==> src/rtl/acc_alu_pkg.sv <==
package acc_alu_pkg;

    typedef enum logic [3:0] {
        OP_NOP  = 4'd0,
        OP_CMP  = 4'd1,
        OP_INC  = 4'd2,
        OP_DEC  = 4'd3,
        OP_ADDW = 4'd4,
        OP_SUBW = 4'd5,
        OP_CMPW = 4'd6,
        OP_INCW = 4'd7,
        OP_DECW = 4'd8,
        OP_ROR  = 4'd9,
        OP_ROL  = 4'd10,
        OP_RORC = 4'd11,
        OP_ROLC = 4'd12,
        OP_SETC = 4'd13,
        OP_CLRC = 4'd14,
        OP_NOTC = 4'd15
    } alu_op_e;

    // flag vector layout, most significant first
    typedef struct packed {
        logic z;
        logic ac;
        logic cy;
    } flags_t;

    localparam int NFLAG = 3;

endpackage

==> src/rtl/acc_alu_addsub.sv <==
// Adder/subtractor with carry (or borrow) out and half carry at bit HC.
module acc_alu_addsub #(
    parameter int W  = 8,
    parameter int HC = 4
) (
    input  logic [W-1:0] a_i,
    input  logic [W-1:0] b_i,
    input  logic         sub_i,
    output logic [W-1:0] sum_o,
    output logic         cout_o,
    output logic         hc_o
);
    logic [W-1:0] bx;
    logic [W:0]   full;

    always_comb begin
        bx     = sub_i ? ~b_i : b_i;
        full   = {1'b0, a_i} + {1'b0, bx} + {{W{1'b0}}, sub_i};
        sum_o  = full[W-1:0];
        // carry out inverted on subtract gives the borrow
        cout_o = full[W] ^ sub_i;
        // carry into bit HC recovered from the sum bit
        hc_o   = sum_o[HC] ^ a_i[HC] ^ bx[HC] ^ sub_i;
    end
endmodule

==> src/rtl/acc_alu_rot.sv <==
// One-position rotate, plain or through carry.
module acc_alu_rot #(
    parameter int W = 8
) (
    input  logic [W-1:0] a_i,
    input  logic         cy_i,
    input  logic         left_i,
    input  logic         thru_i,
    output logic [W-1:0] res_o,
    output logic         cy_o
);
    logic fill;

    always_comb begin
        if (left_i) begin
            fill  = thru_i ? cy_i : a_i[W-1];
            res_o = {a_i[W-2:0], fill};
            cy_o  = a_i[W-1];
        end else begin
            fill  = thru_i ? cy_i : a_i[0];
            res_o = {fill, a_i[W-1:1]};
            cy_o  = a_i[0];
        end
    end
endmodule

==> src/rtl/acc_alu_flags.sv <==
// Per-flag enabled register with synchronous clear.
module acc_alu_flags #(
    parameter int N = 3
) (
    input  logic         clk,
    input  logic         rst,
    input  logic [N-1:0] nxt_i,
    input  logic [N-1:0] en_i,
    output logic [N-1:0] q_o
);
    for (genvar g = 0; g < N; g++) begin : g_flag
        logic bit_q;
        always_ff @(posedge clk) begin
            if (rst)
                bit_q <= 1'b0;
            else if (en_i[g])
                bit_q <= nxt_i[g];
        end
        assign q_o[g] = bit_q;
    end
endmodule

==> src/rtl/acc_alu.sv <==
module acc_alu
    import acc_alu_pkg::*;
#(
    parameter int DW = 8
) (
    input  logic          clk,
    input  logic          rst,
    input  logic [3:0]    op_i,
    input  logic [DW-1:0] acc_i,
    input  logic [DW-1:0] opnd_i,
    input  logic [2*DW-1:0] pair_i,
    input  logic [2*DW-1:0] imm_i,
    output logic [2*DW-1:0] res_o,
    output logic          wide_o,
    output logic          wb_o,
    output logic          z_nxt_o,
    output logic          ac_nxt_o,
    output logic          cy_nxt_o,
    output logic          z_en_o,
    output logic          ac_en_o,
    output logic          cy_en_o,
    output logic          z_o,
    output logic          ac_o,
    output logic          cy_o
);
    localparam int WW = 2 * DW;
    localparam int HC = 4;

    alu_op_e op;
    flags_t  cur, nxt, en;

    logic [DW-1:0] a8, b8, s8, r8;
    logic          sub8, c8, h8, rcy;
    logic [WW-1:0] b16, s16;
    logic          sub16, c16, h16;

    assign op = alu_op_e'(op_i);

    // operand steering for the narrow unit
    always_comb begin
        a8   = (op == OP_CMP) ? acc_i  : opnd_i;
        b8   = (op == OP_CMP) ? opnd_i : {{(DW-1){1'b0}}, 1'b1};
        sub8 = (op != OP_INC);
    end

    // operand steering for the wide unit
    always_comb begin
        b16   = (op == OP_INCW || op == OP_DECW) ? {{(WW-1){1'b0}}, 1'b1} : imm_i;
        sub16 = (op == OP_SUBW || op == OP_CMPW || op == OP_DECW);
    end

    acc_alu_addsub #(.W(DW), .HC(HC)) u_add8 (
        .a_i(a8), .b_i(b8), .sub_i(sub8),
        .sum_o(s8), .cout_o(c8), .hc_o(h8)
    );

    acc_alu_addsub #(.W(WW), .HC(HC)) u_add16 (
        .a_i(pair_i), .b_i(b16), .sub_i(sub16),
        .sum_o(s16), .cout_o(c16), .hc_o(h16)
    );

    acc_alu_rot #(.W(DW)) u_rot (
        .a_i(acc_i), .cy_i(cur.cy),
        .left_i(op == OP_ROL || op == OP_ROLC),
        .thru_i(op == OP_RORC || op == OP_ROLC),
        .res_o(r8), .cy_o(rcy)
    );

    // result, writeback and flag selection
    always_comb begin
        res_o  = '0;
        wide_o = 1'b0;
        wb_o   = 1'b0;
        nxt    = cur;
        en     = '0;
        unique case (op)
            OP_NOP: begin
            end
            OP_CMP: begin
                res_o = {{DW{1'b0}}, s8};
                nxt.z = (s8 == '0); nxt.ac = h8; nxt.cy = c8;
                en.z = 1'b1; en.ac = 1'b1; en.cy = 1'b1;
            end
            OP_INC, OP_DEC: begin
                res_o = {{DW{1'b0}}, s8};
                wb_o  = 1'b1;
                nxt.z = (s8 == '0); nxt.ac = h8;
                en.z = 1'b1; en.ac = 1'b1;
            end
            OP_ADDW, OP_SUBW, OP_CMPW: begin
                res_o  = s16;
                wide_o = 1'b1;
                wb_o   = (op != OP_CMPW);
                nxt.z = (s16 == '0); nxt.ac = h16; nxt.cy = c16;
                en.z = 1'b1; en.ac = 1'b1; en.cy = 1'b1;
            end
            OP_INCW, OP_DECW: begin
                res_o  = s16;
                wide_o = 1'b1;
                wb_o   = 1'b1;
            end
            OP_ROR, OP_ROL, OP_RORC, OP_ROLC: begin
                res_o  = {{DW{1'b0}}, r8};
                wb_o   = 1'b1;
                nxt.cy = rcy;
                en.cy  = 1'b1;
            end
            OP_SETC: begin
                nxt.cy = 1'b1; en.cy = 1'b1;
            end
            OP_CLRC: begin
                nxt.cy = 1'b0; en.cy = 1'b1;
            end
            OP_NOTC: begin
                nxt.cy = ~cur.cy; en.cy = 1'b1;
            end
        endcase
    end

    acc_alu_flags #(.N(NFLAG)) u_flags (
        .clk(clk), .rst(rst),
        .nxt_i(nxt), .en_i(en), .q_o(cur)
    );

    assign z_nxt_o  = nxt.z;
    assign ac_nxt_o = nxt.ac;
    assign cy_nxt_o = nxt.cy;
    assign z_en_o   = en.z;
    assign ac_en_o  = en.ac;
    assign cy_en_o  = en.cy;
    assign z_o      = cur.z;
    assign ac_o     = cur.ac;
    assign cy_o     = cur.cy;

endmodule

==> config.mk <==
export PLATFORM = sky130hd
export DESIGN_NAME = acc_alu
export DESIGN_NICKNAME = d
export VERILOG_FILES = /design/src/rtl/acc_alu_pkg.sv /design/src/rtl/acc_alu_addsub.sv /design/src/rtl/acc_alu_rot.sv /design/src/rtl/acc_alu_flags.sv /design/src/rtl/acc_alu.sv
export SDC_FILE = /design/constraint.sdc
export NUM_CORES = 1
export LEC_CHECK = 0
export ABC_AREA = 0
export ABC_CLOCK_PERIOD_IN_PS = 3550
export BUFFER_PORTS_ARGS = -buffer_cell sky130_fd_sc_hd__buf_2
export CORE_UTILIZATION = 45
export DETAILED_ROUTE_END_ITERATION = 8
export PLACE_DENSITY = 0.73
export SLEW_MARGIN = 40
export SYNTH_ARGS = -nofsm -noshare
export SYNTH_HDL_FRONTEND = slang
export SYNTH_SLANG_ARGS = --single-unit
==> constraint.sdc <==
create_clock -name clk -period 3.55 [get_ports clk]
set_input_delay 0.1775 -clock clk [delete_from_list [all_inputs] [get_ports clk]]
set_output_delay 0.1775 -clock clk [all_outputs]
set_load 0.05 [all_outputs]
# After elaboration in Yosys (flattened, before gate mapping)
# Index checks and enable logic that the tools add are counted.
dict set report classes {
  addsub 4
  multipliers 0
  n_div 0
  n_lt_le_gt_ge 0
  eq_ne 17
  shift 0
  mux 16
  n_bitwise 11
  n_reduce_logical 14
}
# op count
set ops {}
lappend ops {{$pmux W16 S3} 1}
lappend ops {{$eq A4 B4 Y1 const B} 8}
lappend ops {{$mux W16} 2}
lappend ops {{$mux W8} 4}
lappend ops {{$add A16 B16 Y17} 1}
lappend ops {{$add A17 B1 Y17} 1}
lappend ops {{$eq A4 B3 Y1 const B} 4}
lappend ops {{$logic_not A16 Y1} 1}
lappend ops {{$not A16 Y16} 1}
lappend ops {{$reduce_or A11 Y1} 1}
lappend ops {{$add A8 B8 Y9} 1}
lappend ops {{$add A9 B1 Y9} 1}
lappend ops {{$eq A4 B2 Y1 const B} 2}
lappend ops {{$logic_not A8 Y1} 1}
lappend ops {{$not A8 Y8} 1}
lappend ops {{$reduce_or A8 Y1} 1}
lappend ops {{$xor A1 B1 Y1} 8}
lappend ops {{$pmux W1 S6} 1}
lappend ops {{$reduce_or A3 Y1} 2}
lappend ops {{$reduce_or A6 Y1} 1}
lappend ops {{$logic_or A1 B1 Y1} 5}
lappend ops {{$mux W1} 5}
lappend ops {{$reduce_or A5 Y1} 1}
lappend ops {{$eq A4 B1 Y1 const B} 1}
lappend ops {{other kinds (7)} 7}
dict set report word_totals {
  ff_bits 3
  latchBits 0
  ram_bits 0
  mem_bits_ro 0
  inputBits 54
  output_inout_bits 27
  wordCells 65
  memories 0
}

# Longest topological paths before layout
dict set report depth {
  ltp_word 11
  ltp_mapped 17
  depth_no_buf 14
}

# Cells and area by module
# From an unflattened synthesis, not the netlist that was laid out.
dict set report hier_totals {
  cells_unflattened 367
  area_unflattened_um2 2827.7
}
# module instances cells_per_inst area_per_inst_um2 seq_area_each_um2
set modules_own_cells {}
lappend modules_own_cells {acc_alu 1 160 1117.3 0.0}
lappend modules_own_cells {{acc_alu_addsub (u_add16)} 1 126 963.4 0.0}
lappend modules_own_cells {{acc_alu_addsub (u_add8)} 1 55 473.0 0.0}
lappend modules_own_cells {acc_alu_rot 1 14 150.1 0.0}
lappend modules_own_cells {acc_alu_flags 1 12 123.9 60.1}

# Least setup slack after synthesis
# OpenSTA, ideal clock, no wires.
dict set report synth_timing {
  kind {in2out}
  startpoint {in op_i[1]}
  endpoint {out z_nxt_o}
  t_arrival_ns 3.843
  path_slack_ns -0.471
  path_stages 16
  n_path_buf 2
  cell_sequence {buf_4 clkinv_1 nand2_1 nor2_1 clkbuf_1 o21ai_0 o211ai_1 fa_1 a21o_1 a221oi_1 o311ai_0 a2111oi_2 o2111ai_1 nor4_1 a31oi_1 nor2_1}
}
dict set report synth_between {
  elab_chain_len 9
  word_cells_on_any_way 28
  classes_between {4 x add/sub; 9 x eq/ne; 6 x mux; 2 x bitwise; 7 x reduce/logical}
}
# item line_no
set synth_lines {}
lappend synth_lines {{start: declaration} acc_alu.sv:8} ;# input logic [3:0] op_i,
lappend synth_lines {{$eq A4 B3 Y1 or $eq A4 B4 Y1 (tied branches)} {acc_alu.sv:48, acc_alu.sv:49}}
lappend synth_lines {{$logic_or A1 B1 Y1} acc_alu.sv:48} ;# b16 = (op == OP_INCW || op == OP_DECW) ? {{(WW-1){1'b0}}, 1'b1} : imm_i;
lappend synth_lines {{$mux W16} acc_alu.sv:48}
lappend synth_lines {{$not A16 Y16} acc_alu_addsub.sv:17} ;# bx = sub_i ? ~b_i : b_i;
lappend synth_lines {{$mux W16} acc_alu_addsub.sv:17}
lappend synth_lines {{$add A16 B16 Y17} acc_alu_addsub.sv:18} ;# full = {1'b0, a_i} + {1'b0, bx} + {{W{1'b0}}, sub_i};
lappend synth_lines {{$add A17 B1 Y17} acc_alu_addsub.sv:18}
lappend synth_lines {{$logic_not A16 Y1} acc_alu.sv:94} ;# nxt.z = (s16 == '0); nxt.ac = h16; nxt.cy = c16;
lappend synth_lines {{$pmux W2 S2 *} acc_alu.sv:76} ;# unique case (op)
lappend synth_lines {{end: declaration} acc_alu.sv:16} ;# output logic z_nxt_o,
# Every way passes the cells marked *; elsewhere a longest branch is shown, timed or not.

# Worst setup path after layout
dict set report layout_timing {
  startpoint {in op_i[2]}
  endpoint {out z_nxt_o}
}
# The elaborated chain is that of the path after synthesis.

==> impl_table.tex <==
\begin{tabular}{lr}
\hline
Metric & Value \\
\hline
\multicolumn{2}{l}{\textbf{Status}} \\
Result of the run & finished with violations \\
Violations in the final reports & setup timing \\
\multicolumn{2}{l}{\textbf{Global routing}} \\
Sum of overflow across all layers after global routing & 0 \\
Pin count of the biggest net entering global routing & 26 \\
GRT Overall Usage & between 30\% and 40\% \\
First-pass GRT wire length & 16.4 mm \\
Antenna violations before repair & 0 \\
Vias in the first global route & 3571 \\
\multicolumn{2}{l}{\textbf{Yosys}} \\
Count of different cell masters after synthesis & 70 \\
Most common cell in the synthesized netlist & nand2\_1 \\
Fraction of post-synthesis cell area in the top cell type by area & 10.9\% \\
Net count after synthesis & 513 \\
Register bit total from synthesis & 3 \\
Leading cell types by total area after synthesis & ha\_1 11\%, nand2\_1 7.7\%, a21oi\_1 7.3\% \\
Number of enable-type register cells in the synthesized netlist & 0 \\
Asr flop ratio synth & 0\% \\
Number of warnings reported in the yosys synthesis log & 0 \\
Syn Area/Cell & between 6 and 7 um2 \\
Post-synthesis cell count & 432 \\
Sequential element share of the synthesized area & 2.10\% \\
Primary FF master, synth & dfxtp\_1 \\
Yosys top cell by area & ha\_1 \\
Ranking of synthesized cells by instance count & 59 x nand2\_1, 45 x nor2\_1, 42 x a21oi\_1 \\
Post-synthesis cell area & 2870 um2 \\
\multicolumn{2}{l}{\textbf{Layout}} \\
Area grow syn2layout & 51.4\% \\
Ratio of cells with drive above 1 in the final layout & 42.0\% \\
N\_diodes & 0 \\
Final layout net count & 675 \\
Non-filler cells in the finished layout & 668 \\
Largest registers & u\_flags.g\_flag.bit\_q x3 \\
Largest register by flop count & u\_flags.g\_flag.bit\_q \\
Max FFs per register & 3 \\
Final Cell Area & 4340 um2 \\
\multicolumn{2}{l}{\textbf{Timing}} \\
Time the final worst path needs with I/O delays and setup & 3.58 ns \\
Worst relative slew slack & 59.4\% \\
Hold slack final & 0.157 ns \\
RSZ-0062 raised after global routing & yes \\
Final hold violation count & 0 \\
Final-report max-slew violation count & 0 \\
Setup\_tns & -0.0330 ns \\
Final worst clock skew & 0 ns \\
Max frequency & 279 MHz \\
Final worst-path cycle share & 101\% \\
Setup violation total in the final timing report & 1 \\
Slew @ Worst Pin & 0.608 ns \\
Post-route setup slack & -0.0330 ns \\
\multicolumn{2}{l}{\textbf{Setup path}} \\
Crit path DAT & 3.41 ns \\
Ordered list of cells on the worst path & buf\_8 > nor2b\_4 > nand2\_2 > buf\_6 > mux2\_2 > o211ai\_1 > ha\_2 > buf\_4 > buf\_4 > nor4\_2 > o311ai\_2 > a2111oi\_2 > o2111ai\_1 > nor4\_2 > a31oi\_2 > nor2\_4 > buf\_8 \\
Type of the setup path with the least slack & in -> out \\
Sort of element at the start of the critical path & primary input \\
Worst-path cell with the longest stage delay & ha\_2 \\
Slowest stage delay, CP & between 0.3 and 0.4 ns \\
Data required time at the worst endpoint & between 3 and 4 ns \\
Maximum fanout along the worst path & 8 \\
Critical path endpoint category & primary output \\
Family of cells with the greatest summed delay on the critical path & compound AO/OA/AOI/OAI gates \\
Critical path buffer and inverter count & 5 \\
\multicolumn{2}{l}{\textbf{Run}} \\
Max-Cap Viols & 0 \\
\multicolumn{2}{l}{\textbf{Floorplan}} \\
Number of ports placed on the die boundary & 81 \\
X dimension of the die & 81.8 um \\
Overall die area & 6690 um2 \\
Std-Cell Core Area & 6030 um2 \\
Height of the die & 81.8 um \\
Starting utilization of the core area & 47.6\% \\
Placement row count & 28 \\
\multicolumn{2}{l}{\textbf{Placement}} \\
Total placed cells including tap cells & 650 \\
Number of buffers inserted by port buffering & 80 \\
Placed cell areas & 3960 um2 \\
Global placement routability congestion & about 0.90 \\
Half-perimeter wire length of the detailed placement result & 8.18 mm \\
\multicolumn{2}{l}{\textbf{Power}} \\
P\_sw & approximately 620 uW \\
Max VDD drop & 0.363 mV \\
Combinational share of power & between 80 and 90\% \\
Clock network fraction of design power & 8.6\% \\
Int Pwr & 560 uW \\
Ratio of total power to cell area & 273 nW/um2 \\
Switching part of the total & 52.7\% \\
Sequential Power Share & 3.4\% \\
Leakage power & just under 0.002 uW \\
\multicolumn{2}{l}{\textbf{Clock network}} \\
Total of hold buffers inserted after clock tree synthesis & 0 \\
Skew-Pair Late Insertion Delay & roughly 0.22 ns \\
TritonCTS clock tree & yes \\
Number of buffers on the longest clock path & 2 \\
Count of H-tree levels built during CTS & 1 \\
Clock root buffer & clkbuf\_8 \\
Number of sinks handled by clock tree synthesis & 3 \\
Clk slew on worst S/H paths & 0.03 ns \\
TritonCTS Buffers & 3 \\
\multicolumn{2}{l}{\textbf{Routing}} \\
Wire length reported by the detailed router & 10.7 mm \\
Initial drt markers & 336 \\
Avg Vias per Cell & approximately 6 \\
\# DRC & 0 \\
WL per Instance & 16.0 um \\
TritonRoute pass-1 iters & 5 \\
Detail Route Antenna Nets & 0 \\
Number of vias after detailed routing & 4058 \\
\multicolumn{2}{l}{\textbf{Hold path}} \\
Worst Hold Class & in -> reg \\
\hline
\end{tabular}
==> cell usage in the layout (no fill, tap or decap), types with 6 or more instances in the layout <==
cell	synthesis	layout
buf_2	4	76
mux2_2	15	14
o21ai_0	36	30
nor3_1	8	7
xnor2_1	11	11
o211ai_1	18	18
buf_4	3	96
a21o_1	7	7
nor2_1	45	38
and2_1	6	6
ha_1	25	22
xor2_1	11	11
nand3_1	8	7
mux2i_1	6	6
o21ai_1	1	6
inv_1	6	6
nand2_1	59	56
and3_1	7	7
buf_6	0	6
a21oi_1	42	38
==> cell families after synthesis <==
family	synth area share, %
flip-flops	2.10
buffers and inverters	5.02
AO/OA/AOI/OAI	37.7
AND/OR/NAND/NOR	27.8
XOR/XNOR	6.72
adder cells (fa/ha/maj)	12.3
multiplexers	8.38
==> final timing paths <==
path / start / endpoint / slack [ns] / cells past startpoint
setup / recovery: op_i[2] / z_nxt_o / -0.03 / 17
hold / removal: rst / u_flags.g_flag[2].bit_q / 0.16 / 2
setup reg to reg: u_flags.g_flag[0].bit_q / u_flags.g_flag[0].bit_q / 2.04 / 6
hold reg to reg: u_flags.g_flag[1].bit_q / u_flags.g_flag[1].bit_q / 0.52 / 2
==> area by class of cell <==
cell class                      instances  area [um2]
Multi-Input combinational cell        395        2860
Fill cell                             506        1690
Timing Repair Buffer                  182        1240
Tap cell                               75        93.8
Sequential cell                         3        60.1
Clock buffer                            4        45.0
Inverter                                9        33.8
==> power by group through the flow <==
stage | Clock [uW] | Combinational, uW | Sequential, uW
after floorplan | 0 | 596 | 48.8
after global placement | 0 | 927 | 40.0
after detailed placement | 0 | 945 | 40.1
after CTS | 103 | 983 | 39.6
after global routing | 106 | 1120 | 40.2
final | 102 | 1040 | 39.9
==> routing by layer <==
metal	GRT usage [%]	part of all wire (%)
met1	43.0	45
met5	0	0
met2	53.4	48
met3	1.11	6.2
met4	3.68	0.69
==> metrics by stage <==
stage               util [%]  power (uW)  worst slack [ns]
floorplan                  -         645            -0.122
global placement        65.7         967            -0.127
detailed placement      65.7         985            -0.234
CTS                     68.8        1130           0.00153
global route            72.0        1270            -0.193
finish                  72.0        1180           -0.0330
==> repair_timing <==
action	4_1_cts	5_1_grt
setup buffers	8	7
gates resized for setup	21	35
pin swaps	19	32
setup endpoints to repair	3	7
gates cloned	0	1
No activity file was read; power rests on OpenSTA's default activity.
